### src/rtl/cyc_cost_pkg.sv
package cyc_cost_pkg;

  typedef enum logic [1:0] {
    ACC_NONE  = 2'd0,
    ACC_READ  = 2'd1,
    ACC_WRITE = 2'd2,
    ACC_RMW   = 2'd3
  } access_e;

  typedef enum logic [1:0] {
    MODE_PLAIN = 2'd0,
    MODE_IDX_X = 2'd1,
    MODE_IDX_Y = 2'd2,
    MODE_IND_Y = 2'd3
  } mode_e;

  // Extra cycle for an indexed read that crossed a page.
  function automatic logic [1:0] index_penalty(input access_e acc, input mode_e mode,
                                               input logic crossed);
    logic indexed;
    indexed = (mode != MODE_PLAIN);
    if (acc == ACC_READ && indexed && crossed) return 2'd1;
    return 2'd0;
  endfunction

  // Extra cycles for a relative branch: one when taken, two when taken into another page.
  function automatic logic [1:0] branch_penalty(input logic taken, input logic crossed);
    if (!taken) return 2'd0;
    if (crossed) return 2'd2;
    return 2'd1;
  endfunction

endpackage

### src/rtl/cyc_page_cross.sv
module cyc_page_cross #(
  parameter int ADDR_W = 16,
  parameter int OFFS_W = 8
) (
  input  logic [ADDR_W-1:0] addr_a,
  input  logic [ADDR_W-1:0] addr_b,
  output logic              crossed
);
  localparam int PAGE_W = ADDR_W - OFFS_W;

  function automatic logic pages_differ(input logic [ADDR_W-1:0] a, input logic [ADDR_W-1:0] b);
    logic [ADDR_W-1:0] diff;
    diff = a ^ b;
    return |diff[OFFS_W +: PAGE_W];
  endfunction

  assign crossed = pages_differ(addr_a, addr_b);
endmodule

### src/rtl/cyc_penalty_sel.sv
module cyc_penalty_sel
  import cyc_cost_pkg::*;
(
  input  logic    clk,
  input  logic    rst_n,
  input  logic    valid,
  input  access_e acc,
  input  mode_e   mode,
  input  logic    data_cross,
  input  logic    is_branch,
  input  logic    taken,
  input  logic    branch_cross,
  input  logic    irq,
  output logic [1:0] extra
);
  logic [1:0] idx_extra;
  logic [1:0] br_extra;

  assign idx_extra = index_penalty(acc, mode, data_cross);
  assign br_extra  = branch_penalty(taken, branch_cross);

  // Priority: interrupt entry, then branch, then indexed data access.
  always_comb begin
    if (irq)            extra = 2'd0;
    else if (is_branch) extra = br_extra;
    else                extra = idx_extra;
  end

  AST_READ_CROSS_ADDS: assert property (@(posedge clk) disable iff (!rst_n) (valid && !irq && !is_branch && acc == ACC_READ && mode != MODE_PLAIN && data_cross) |-> (extra == 2'd1));
  AST_NO_WRITE_PENALTY: assert property (@(posedge clk) disable iff (!rst_n) (valid && !irq && !is_branch && acc != ACC_READ) |-> (extra == 2'd0));
  AST_NOT_TAKEN_FLAT: assert property (@(posedge clk) disable iff (!rst_n) (valid && !irq && is_branch && !taken) |-> (extra == 2'd0));
  AST_EXTRA_BOUND: assert property (@(posedge clk) disable iff (!rst_n) valid |-> (extra != 2'd3));
endmodule

### src/rtl/cyc_total_accum.sv
module cyc_total_accum #(
  parameter int ADD_W   = 5,
  parameter int TOTAL_W = 64
) (
  input  logic               clk,
  input  logic               rst_n,
  input  logic               add_valid,
  input  logic [ADD_W-1:0]   add_val,
  output logic [TOTAL_W-1:0] total
);
  logic [TOTAL_W-1:0] add_ext;

  generate
    if (TOTAL_W > ADD_W) begin : g_widen
      assign add_ext = {{(TOTAL_W-ADD_W){1'b0}}, add_val};
    end else begin : g_trim
      assign add_ext = add_val[TOTAL_W-1:0];
    end
  endgenerate

  always_ff @(posedge clk or negedge rst_n) begin
    if (!rst_n)         total <= '0;
    else if (add_valid) total <= total + add_ext;
  end

  AST_TOTAL_HOLD: assert property (@(posedge clk) disable iff (!rst_n) !add_valid |=> $stable(total));
endmodule

### src/rtl/cycle_cost_engine.sv
module cycle_cost_engine
  import cyc_cost_pkg::*;
#(
  parameter int ADDR_W     = 16,
  parameter int OFFS_W     = 8,
  parameter int BASE_W     = 4,
  parameter int TOTAL_W    = 64,
  parameter int IRQ_CYCLES = 7
) (
  input  logic               clk,
  input  logic               rst_n,
  input  logic               in_valid,
  input  logic [BASE_W-1:0]  base_cycles,
  input  logic [1:0]         access_class,
  input  logic [1:0]         addr_mode,
  input  logic [ADDR_W-1:0]  base_addr,
  input  logic [ADDR_W-1:0]  eff_addr,
  input  logic               is_branch,
  input  logic               branch_taken,
  input  logic [ADDR_W-1:0]  pc_next,
  input  logic [ADDR_W-1:0]  branch_target,
  input  logic               irq_entry,
  output logic               done,
  output logic [BASE_W:0]    instr_cycles,
  output logic [TOTAL_W-1:0] total_cycles
);
  localparam int OUT_W = BASE_W + 1;
  localparam logic [OUT_W-1:0] IRQ_COST = IRQ_CYCLES[OUT_W-1:0];

  logic             data_cross;
  logic             branch_cross;
  logic [1:0]       extra;
  logic [OUT_W-1:0] cost_next;

  cyc_page_cross #(.ADDR_W(ADDR_W), .OFFS_W(OFFS_W)) u_data_page (
    .addr_a(base_addr), .addr_b(eff_addr), .crossed(data_cross)
  );

  cyc_page_cross #(.ADDR_W(ADDR_W), .OFFS_W(OFFS_W)) u_branch_page (
    .addr_a(pc_next), .addr_b(branch_target), .crossed(branch_cross)
  );

  cyc_penalty_sel u_penalty (
    .clk(clk), .rst_n(rst_n), .valid(in_valid),
    .acc(access_e'(access_class)), .mode(mode_e'(addr_mode)),
    .data_cross(data_cross), .is_branch(is_branch), .taken(branch_taken),
    .branch_cross(branch_cross), .irq(irq_entry), .extra(extra)
  );

  always_comb begin
    if (irq_entry) cost_next = IRQ_COST;
    else           cost_next = {1'b0, base_cycles} + {{(OUT_W-2){1'b0}}, extra};
  end

  always_ff @(posedge clk or negedge rst_n) begin
    if (!rst_n) begin
      done         <= 1'b0;
      instr_cycles <= '0;
    end else begin
      done <= in_valid;
      if (in_valid) instr_cycles <= cost_next;
    end
  end

  cyc_total_accum #(.ADD_W(OUT_W), .TOTAL_W(TOTAL_W)) u_accum (
    .clk(clk), .rst_n(rst_n), .add_valid(in_valid), .add_val(cost_next), .total(total_cycles)
  );

  AST_DONE_AFTER_VALID: assert property (@(posedge clk) disable iff (!rst_n) in_valid |=> done);
  AST_DONE_QUIET: assert property (@(posedge clk) disable iff (!rst_n) !in_valid |=> !done);
  AST_IRQ_FIXED: assert property (@(posedge clk) disable iff (!rst_n) (in_valid && irq_entry) |=> (instr_cycles == IRQ_COST));
  AST_RESULT_HOLD: assert property (@(posedge clk) disable iff (!rst_n) !in_valid |=> $stable(instr_cycles));
endmodule

### config.mk
export PLATFORM = sky130hd
export DESIGN_NAME = cycle_cost_engine
export DESIGN_NICKNAME = d
export VERILOG_FILES = /design/src/rtl/cyc_cost_pkg.sv /design/src/rtl/cyc_page_cross.sv /design/src/rtl/cyc_penalty_sel.sv /design/src/rtl/cyc_total_accum.sv /design/src/rtl/cycle_cost_engine.sv
export SDC_FILE = /design/constraint.sdc
export NUM_CORES = 1
export LEC_CHECK = 0
export BUFFER_PORTS_ARGS = -buffer_cell sky130_fd_sc_hd__buf_2
export CAP_MARGIN = 20
export CORE_UTILIZATION = 45
export CTS_CLUSTER_SIZE = 10
export DETAILED_ROUTE_END_ITERATION = 7
export PLACE_DENSITY = 0.75
export SLEW_MARGIN = 20
export SYNTH_ARGS = -nofsm -noshare
export SYNTH_HDL_FRONTEND = slang
export SYNTH_SLANG_ARGS = --single-unit
### constraint.sdc
create_clock -name clk -period 2 [get_ports clk]
set_input_delay 0.4 -clock clk [delete_from_list [all_inputs] [get_ports clk]]
set_output_delay 0.4 -clock clk [all_outputs]
set_load 0.1 [all_outputs]
Word level (Yosys, flattened, before mapping)
Index checks and enable logic that the tools add are counted.

Bits of input ports: 78. Bits in writable memories: 0. Memories: 0. Output and inout bits: 70. Latch bits: 0. Logic and storage cells: 25. ROM bits: 0. Flip-flop bits (word level): 70.

Equality and inequality tests: 1. $lt $le $gt $ge: 0. Reduce and logical (&&, ||, !) cells: 5. Bitwise gates (word level): 2. Mux-type cells: 12. Shifts and indexed selects: 0. Divide/modulo/power cells: 0. Add/sub/neg operators: 2. $mul: 0.

Operators with widths (count): adder 64 x 5 -> 64 bit (1); XOR 16 bit (2); two-way mux 2 bit (8); OR reduction 8 bit (2); adder 4 x 2 -> 5 bit (1); two-way mux 5 bit (1); two-way mux 1 bit (3); equality test 2 x 1 -> 1 bit (second input constant) (1); logical AND 1 bit (2); nonzero test 2 bit (1).

Depth between registers and ports, before layout
Gate-level depths: netlist (run 1).

Depth in word-level cells: 11. Depth in mapped cells: 16. Mapped depth without buffers: 15.

Hierarchy
From an unflattened synthesis (run 1), not the netlist that was laid out.

Cells, all modules: 349. Area, all modules: 3704.8 sq um.

By module, submodules not included: cyc_total_accum (cells an instance 290, area an instance 3129.3 sq um, seq. area each 1601.5 sq um, times used 1); cycle_cost_engine (cells an instance 32, area an instance 364.1 sq um, seq. area each 150.1 sq um, times used 1); cyc_page_cross (cells an instance 11, area an instance 86.3 sq um, seq. area each 0.0 sq um, times used 2); cyc_penalty_sel (cells an instance 5, area an instance 38.8 sq um, seq. area each 0.0 sq um, times used 1).

Worst setup path after synthesis (run 1)
OpenSTA, ideal clock, no wires.

Kind: input to register. From: input port branch_target[14]. To: register u_accum.total[28]. Data required time: 1.833 ns. Slack: -1.421 ns. Arrival: 3.254 ns. Setup time: 0.167 ns. Cell stages on the path: 14. Buffers on the path: 1. Path through: xor2_1 > nor4_1 > nand3_1 > a22oi_1 > ha_1 > fa_1 > nor2_1 > fa_1 > nor2b_1 > o31a_1 > o2111ai_4 > buf_4 > nor2_1 > xor2_1.

Cells in the longest elaborated chain, start to end: 11. Elaborated cells between the ends (all ways): 12. Those cells by class: 2 x add/sub; 8 x mux; 1 x bitwise; 1 x reduce/logical.

Ends and longest elaborated chain: from (decl) (line cycle_cost_engine.sv:21) `input logic [ADDR_W-1:0] branch_target,`; XOR 16 bit * (line cyc_page_cross.sv:13) `diff = a ^ b;`; OR reduction 8 bit * (line cyc_page_cross.sv:14) `return |diff[OFFS_W +: PAGE_W];`; two-way mux 1 bit (2 in a row) (line cyc_cost_pkg.sv:29) `if (crossed) return 2'd2;`; two-way mux 2 bit * (line cyc_cost_pkg.sv:30) `return 2'd1;`; two-way mux 2 bit * (line cyc_cost_pkg.sv:29); two-way mux 2 bit * (line cyc_penalty_sel.sv:25) `else if (is_branch) extra = br_extra;`; two-way mux 2 bit * (line cyc_penalty_sel.sv:24) `if (irq) extra = 2'd0;`; adder 4 x 2 -> 5 bit * (line cycle_cost_engine.sv:52) `else cost_next = {1'b0, base_cycles} + {{(OUT_W-2){1'b0}}, extra};`; two-way mux 5 bit * (line cycle_cost_engine.sv:51) `if (irq_entry) cost_next = IRQ_COST;`; adder 64 x 5 -> 64 bit * (line cyc_total_accum.sv:23) `else if (add_valid) total <= total + add_ext;`; to (signal assigned) (line cyc_total_accum.sv:23); to (decl) (line cyc_total_accum.sv:9) `output logic [TOTAL_W-1:0] total`.

Mark *: on every way between the ends. The rest lies on a longest branch, timed or not. The select of a mux whose other input is x is not followed. A chain may end at the register's enable or synchronous reset.

Final worst setup path (run 1)
From: input port branch_target[9]. To: register u_accum.total[61].

Cells in the longest elaborated chain, start to end: 11. Elaborated cells between the ends (all ways): 12. Those cells by class: 2 x add/sub; 8 x mux; 1 x bitwise; 1 x reduce/logical.

Ends and longest elaborated chain: XOR 16 bit * (line cyc_page_cross.sv:13); OR reduction 8 bit * (line cyc_page_cross.sv:14); two-way mux 1 bit (2 in a row) (line cyc_cost_pkg.sv:29); two-way mux 2 bit * (line cyc_cost_pkg.sv:30); two-way mux 2 bit * (line cyc_cost_pkg.sv:29); two-way mux 2 bit * (line cyc_penalty_sel.sv:25); two-way mux 2 bit * (line cyc_penalty_sel.sv:24); adder 4 x 2 -> 5 bit * (line cycle_cost_engine.sv:52); two-way mux 5 bit * (line cycle_cost_engine.sv:51); named net cost_next[3] (line cycle_cost_engine.sv:33) `logic [OUT_W-1:0] cost_next;`; adder 64 x 5 -> 64 bit * (line cyc_total_accum.sv:23).

Mark *: on every way through the listed nets, which the timed path passes. The rest lies on a longest branch. The select of a mux whose other input is x is not followed.

==> results_dict.tcl, run 1 <==
set metrics [dict create \
    status "complete, but fails checks" \
    violations "negative setup slack" \
    vias 3581 \
    htree_levels 3 \
    finalPower_mw 5.186 \
    root_buffer "clkbuf_8" \
    ys_types 53 \
    r2r-end "u_accum.total[50]$_DFFE_PN0P_" \
    ys_top_cells_by_count "dfrtp_1 (70), xnor2_1 (42), xor2_1 (37), nand3_1 (27), nand2_1 (20)" \
    synthArstFlopShare_pct 100.0 \
    synth-compound-area-share_pct 6.026 \
    num-fill-cells 539 \
    track_usage_pct 25.36 \
    slew_headroom_pct 61.69 \
    die_height_um 94.39 \
    synth_edf_count 0 \
    areaGrowthSynthToFinish_pct 57.52 \
    synth_nets 434 \
    p_comb_share_pct 45.8 \
    clock_sinks 70 \
    yosys_register_bits 70 \
    drv_slew 0 \
    power.static_leakage_nw 3.196 \
    clk_latency_ns 0.35 \
    placed_area_sq_um 5012 \
    hpwl_um 7177 \
    cts_tree "built" \
    pwr-share-clk_pct 23.0 \
    ys.flop_type "dfrtp_1" \
    drtAntennaViolNets 0 \
    power.density_nw_per_um2 857.1 \
    fin_area_sq_um 6051 \
    sw_frac_of_total_pct 41.21 \
    syn_inst 347 \
    fin_nets 636 \
    via_per_inst 5.434 \
    diodes 0 \
    seq_power_share_pct 31.2 \
    drv_cap 0 \
    die_w_um 94.39 \
    critPathLaunchType "input port" \
    ioPinCount 148 \
    synth_top_area_share_pct 45.60 \
    min_period_ns 3.377 \
    wl_per_cell_um 17.83 \
    postSynthAreaPerCell_sq_um 11.07 \
    synthSimpleGateAreaFrac_pct 23.13 \
    post-route-period-util_pct 168.8 \
    synth_top_family_by_area "simple AND/OR/NAND/NOR gates" \
    dieArea_sq_um 8909 \
    gp_congestion 0.8119 \
    core_area_sq_um 8258 \
    drive_gt1_share_pct 55.60 \
    worstRegToRegCells 11 \
    required_ns 2.23 \
    setup_slack_ns -1.377 \
    p_int_mw 3.049 \
    fmax_mhz 296.1 \
    initial_core_util_pct 46.52 \
    power.switching_mw 2.137 \
    wl_um 11750 \
    yosys.area.top_type "dfrtp_1" \
    muxShareOfSynthArea_pct 2.052 \
    ir_drop_v 0.0006139 \
    route.detailed.drc 0 \
    tightest_slew_ns 0.5733 \
    cp_max_fo 5 \
    crit_type "input port to register" \
    hold_viol 0 \
    setup_viol_count_final 67 \
    grt_pass1_vias 3648 \
    clk_pin_slew_worst_paths_ns 0.08 \
    synth_most_common_cell "dfrtp_1" \
    clock_path_buffers 2 \
    setup.worst_path.end_class "register" \
    rows 33 \
    synth_fa_ha_area_share_pct 3.322 \
    finClkSkew_ns 0.009439 \
    reg2reg_from "u_accum.total[0]$_DFFE_PN0P_" \
    ctsHoldBuffers 0 \
    yosysWarnings 0 \
    syn_area_sq_um 3841 \
    arrival_ns 3.61 \
    rrSetupSlack_ns -0.34 \
    portBuffers 115 \
    rsz0062_at_grt "true" \
    synthXorXnorAreaFrac_pct 18.01 \
    numCtsBuffers 9 \
    grt_overflow 0 \
    grt_pass1_wl_um 17110 \
    synth_area_leaders "dfrtp_1 (46%), xnor2_1 (9.6%), xor2_1 (8.4%)" \
    first_pass_iters 4 \
    initialDrtViolationCount 150 \
    grt_max_degree 71 \
    hp-class "input port to async pin" \
    antenna_found_initial 0 \
    synth-seq-area-share_pct 45.60 \
]
-- worst max-delay path, cell delays in order --
cell and delay, ns:
buf_2 0.10, xor2_1 0.16, nor4_2 0.34, nand3_1 0.14, a22oi_2 0.20, ha_4 0.18
a21oi_2 0.06, nor2b_1 0.13, xnor2_1 0.14, nor2_1 0.09, ha_1 0.37, and2_4 0.17
a221o_1 0.41, o2111ai_4 0.34, buf_12 0.17, nor4_4 0.05, xor2_1 0.15
-- layer usage --
layer | global-route usage [%] | wire length (um)
met1 | 28.96 | 4671
met3 | 5.072 | 429
met4 | 10.38 | 224
met2 | 46.01 | 6427
met5 | 0 | 0
-- cells in the final DEF (no fill, tap or decap), types with 3 or more instances in the layout --
cell         n
ha_4         5
xnor2_2      9
nor3_4       9
nand2_1     18
nor2_4       5
nor4_4       9
buf_4       54
dfrtp_1     70
inv_1       11
clkbuf_8    11
buf_8        3
xnor2_1     33
xor2_1      37
nand3_2     12
nand4_4      3
a21oi_2      4
nor3_2       3
buf_12       4
nor3_1       4
buf_2      113
nor2_1      11
nand3_1     15
mux2_2       4
nor4_2       4
buf_6       22
o2111ai_4    3
mux2_4       3
and3_1       6
nand4_1     15
-- stage by stage --
| step | utilization (%) | setup TNS (ns) | worst slack (ns) | std cells | hold slack, ns |
|---|---|---|---|---|---|
| final | 73.27 | -74.44 | -1.377 | 659 | 0.05162 |
| after floorplan | - | -73.19 | -1.348 | 347 | 0.1044 |
| after detailed placement | 60.70 | -99.47 | -1.770 | 613 | 0.4516 |
| after global placement | 60.70 | -94.48 | -1.708 | 613 | 0.4521 |
| after CTS | 67.86 | -69.19 | -1.254 | 640 | 0.07745 |
| after global routing | 73.27 | -84.05 | -1.539 | 659 | 0.07675 |
-- cell families after synthesis --
family / count (synthesis)
AOI/OAI and AO/OA: 25
xor gates and xnor gates: 79
adders and majority gates: 9
buffers and inverters: 17
DFF: 70
muxes: 7
and+or+nand+nor: 140
-- power groups by stage --
stage	logic (mW)	clock network (mW)	registers (mW)
2_1_floorplan	0.591	0	2.40
3_3_place_gp	1.88	0	1.63
3_5_place_dp	1.93	0	1.64
4_1_cts	2.19	1.21	1.62
5_1_grt	2.49	1.26	1.63
6_report	2.38	1.19	1.62
-- sequential cells by signal, indices dropped and copies added, names as in the netlist --
name and count:
instr_cycles 5, done 1, u_accum.total 64
-- what timing repair did --
item,in CTS,in global routing
resized for setup,55,61
setup endpoints to repair,67,69
setup buffers,12,20
gates cloned,0,0
pin swaps,28,49
-- cell type report --
| class | instances | area (sq um) | area share [%] |
|---|---|---|---|
| clock buffers | 13 | 158.9 | 2.626 |
| inverters | 12 | 45.04 | 0.7444 |
| repair buffers | 196 | 1344 | 22.21 |
| multi-input cells | 260 | 2577 | 42.60 |
| well taps | 105 | 131.4 | 2.171 |
| clock inverters | 3 | 42.54 | 0.7031 |
| flip-flops and latches | 70 | 1752 | 28.95 |
-- how the worst max path moves through the flow --
stage / start / to / slack, ns / cells past startpoint
after floorplan: branch_target[14] / u_accum.total[28]$_DFFE_PN0P_ / -1.35 / 14
after global placement: branch_target[14] / u_accum.total[63]$_DFFE_PN0P_ / -1.71 / 15
after detailed placement: branch_target[14] / u_accum.total[45]$_DFFE_PN0P_ / -1.77 / 16
after CTS: pc_next[14] / u_accum.total[63]$_DFFE_PN0P_ / -1.25 / 16
after global routing: branch_target[15] / u_accum.total[50]$_DFFE_PN0P_ / -1.54 / 19
final: branch_target[9] / u_accum.total[61]$_DFFE_PN0P_ / -1.38 / 17
Note: power is estimated with default switching activity, not from simulation.
==> run 2: changes to the inputs <==
--- a/config.mk
+++ b/config.mk
@@ -7,10 +7,10 @@
 export LEC_CHECK = 0
 export BUFFER_PORTS_ARGS = -buffer_cell sky130_fd_sc_hd__buf_2
 export CAP_MARGIN = 20
-export CORE_UTILIZATION = 45
+export CORE_UTILIZATION = 49
 export CTS_CLUSTER_SIZE = 10
 export DETAILED_ROUTE_END_ITERATION = 7
-export PLACE_DENSITY = 0.75
+export PLACE_DENSITY = 0.78
 export SLEW_MARGIN = 20
 export SYNTH_ARGS = -nofsm -noshare
 export SYNTH_HDL_FRONTEND = slang
==> constraint.sdc (replaced) <==
create_clock -name clk -period 3.4 [get_ports clk]
set_input_delay 0.68 -clock clk [delete_from_list [all_inputs] [get_ports clk]]
set_output_delay 0.68 -clock clk [all_outputs]
set_load 0.1 [all_outputs]
==> run 2 against run 1 <==
Net effect: the flow still finishes with violations (negative setup slack); die area is 8.0% lower; sequential power is 40% lower; flip-flop and latch count stayed put; non-clock buffer count is 39 lower; first-iteration DRC count is 18% lower; design area is 8.4% lower; critical path type unchanged; largest cell class unchanged; highest routed layer unchanged.
==> results_dict.tcl, run 2 (synthesized netlist as in run 1, its figures left out) <==
set metrics [dict create \
    finClkSkew_ns 0.01383 \
    largestRegisters "u_accum.total: 64 flops, instr_cycles: 5 flops, done: 1 flops" \
    setup.worst_path.end_class "register" \
    fin_area_sq_um 5544 \
    largest_reg_flops 64 \
    regMostFlops "u_accum.total" \
    required_ns 3.68 \
    hold_viol 0 \
    track_usage_pct 24.86 \
    final_cell_mix "buf_2 (108), dfrtp_1 (70), xor2_1 (35), xnor2_1 (35), buf_4 (35)" \
    min_period_ns 3.683 \
    cts_tree "built" \
    hp-class "input port to async pin" \
    wl_um 10200 \
    cp_top_family "simple AND/OR/NAND/NOR gates" \
    initial_core_util_pct 51.85 \
    route.detailed.drc 0 \
    setup_slack_ns -0.2825 \
    core_area_sq_um 7408 \
    worstPathCellList "buf_6 > xor2_2 > nor4_4 > nand3_1 > a22oi_2 > ha_2 > a21oi_2 > nor2b_1 > xnor2_1 > nor2_1 > ha_1 > buf_4 > o21a_1 > o31a_1 > o2111ai_4 > buf_12 > nor4_4 > xor2_1" \
    vias 3329 \
    violations "negative setup slack" \
    arrival_ns 3.96 \
    fmax_mhz 271.6 \
    power.static_leakage_nw 2.819 \
    clk_latency_ns 0.36 \
    portBuffers 115 \
    wl_met3_um 431 \
    areaGrowthSynthToFinish_pct 44.33 \
    antenna_found_initial 0 \
    met1_length_um 4220 \
    slew_headroom_pct 58.97 \
    crit_top_cell "nor4_4" \
    cp_max_fo 19 \
    grt_overflow 0 \
    drv_cap 0 \
    numCtsBuffers 9 \
    drv_slew 0 \
    cpPeakStageDelay_ns 0.33 \
    die_w_um 90.54 \
    hpwl_um 6704 \
    path_buf_inv 3 \
    finalNonFillerCells 614 \
    clk_pin_slew_worst_paths_ns 0.07 \
    fin_nets 597 \
    wl_per_cell_um 16.61 \
    ir_drop_v 0.0004692 \
    drtAntennaViolNets 0 \
    initialDrtViolationCount 123 \
    holdWs_ns 0.3425 \
    setup_viol_count_final 48 \
    post-route-period-util_pct 108.3 \
    dp.cells 581 \
    met2_wirelength_um 5274 \
    finalPower_mw 3.020 \
    htree_levels 3 \
    drive_gt1_share_pct 49.51 \
    gp_congestion 0.8066 \
    first_pass_iters 4 \
    dieArea_sq_um 8197 \
    power.density_nw_per_um2 544.7 \
    multi_input_area_sq_um 2394 \
    crit_type "input port to register" \
    fin_util_pct 74.84 \
    num-fill-cells 481 \
    root_buffer "clkbuf_8" \
    tightest_slew_ns 0.6154 \
    grt_pass1_vias 3383 \
    placed_area_sq_um 4775 \
    ioPinCount 148 \
    dpl_worst_slack_ns -0.6117 \
    clock_path_buffers 2 \
    final_common_cell "buf_2" \
    ff_latch_area_sq_um 1752 \
    grt_pass1_wl_um 16100 \
    grt_max_degree 50 \
    worst_path_max_delay_cell "nor4_4" \
    routed.top_layer "met4" \
    via_per_inst 5.422 \
    fin_setup_tns_ns -9.088 \
    clock_sinks 70 \
    diodes 0 \
    ctsHoldBuffers 0 \
    rsz0062_at_grt "true" \
    critPathLaunchType "input port" \
    rows 31 \
    die_height_um 90.54 \
    status "complete, but fails checks" \
]
==> run 2: area by class of cell <==
| class | instances | area share, % |
|---|---|---|
| Multi-Input combinational cell | 260 | 43.17 |
| Tap cell | 99 | 2.234 |
| Sequential cell | 70 | 31.60 |
| Timing Repair Buffer | 157 | 17.56 |
| Inverter | 12 | 0.8125 |
| Clock inverter | 5 | 1.896 |
| Clock buffer | 11 | 2.731 |
==> run 2: repair_timing <==
| action | 4_1_cts | 5_1_grt |
|---|---|---|
| setup buffers | 9 | 9 |
| resized for setup | 40 | 30 |
| hold endpoints to repair | 0 | 0 |
| endpoints found under the setup margin | 55 | 61 |
| pin swaps | 24 | 31 |
==> run 2: per-layer routing <==
layer / GRT usage [%] / vias to the layer above
met5: 0 / -
li1: - / 1560
met2: 42.17 / 96
met4: 10.62 / 0
met1: 30.36 / 1648
met3: 5.556 / 25
==> run 2: path summary, 6_finish.rpt <==
kind | end | slack (ns) | cells after the start | from
setup / recovery | u_accum.total[58]$_DFFE_PN0P_ | -0.28 | 18 | pc_next[14]
hold reg to reg | u_accum.total[63]$_DFFE_PN0P_ | 0.46 | 1 | u_accum.total[63]$_DFFE_PN0P_
setup reg to reg | u_accum.total[53]$_DFFE_PN0P_ | 0.96 | 5 | u_accum.total[41]$_DFFE_PN0P_
min in group clk | u_accum.total[63]$_DFFE_PN0P_ | 0.46 | 1 | u_accum.total[63]$_DFFE_PN0P_
hold / removal | u_accum.total[10]$_DFFE_PN0P_ | 0.34 | 1 | rst_n
max in group asynchronous | u_accum.total[32]$_DFFE_PN0P_ | 2.43 | 2 | rst_n
==> run 2: power by group <==
group / leakage [nW] / switching [mW] / total (mW) / internal [mW]
Clock: 0.122 / 0.322 / 0.849 / 0.527
Combinational: 1.77 / 0.789 / 1.20 / 0.407
Sequential: 0.925 / 0.0819 / 0.974 / 0.893
Total: 2.82 / 1.19 / 3.02 / 1.83
==> run 2: worst register-to-register path: stages, from the launching register on <==
cell and delay (ns):
dfrtp_1 0.49, nand4_1 0.35, nor4_2 0.57, nand3_1 0.43, nor4_2 0.37, xor2_1 0.17
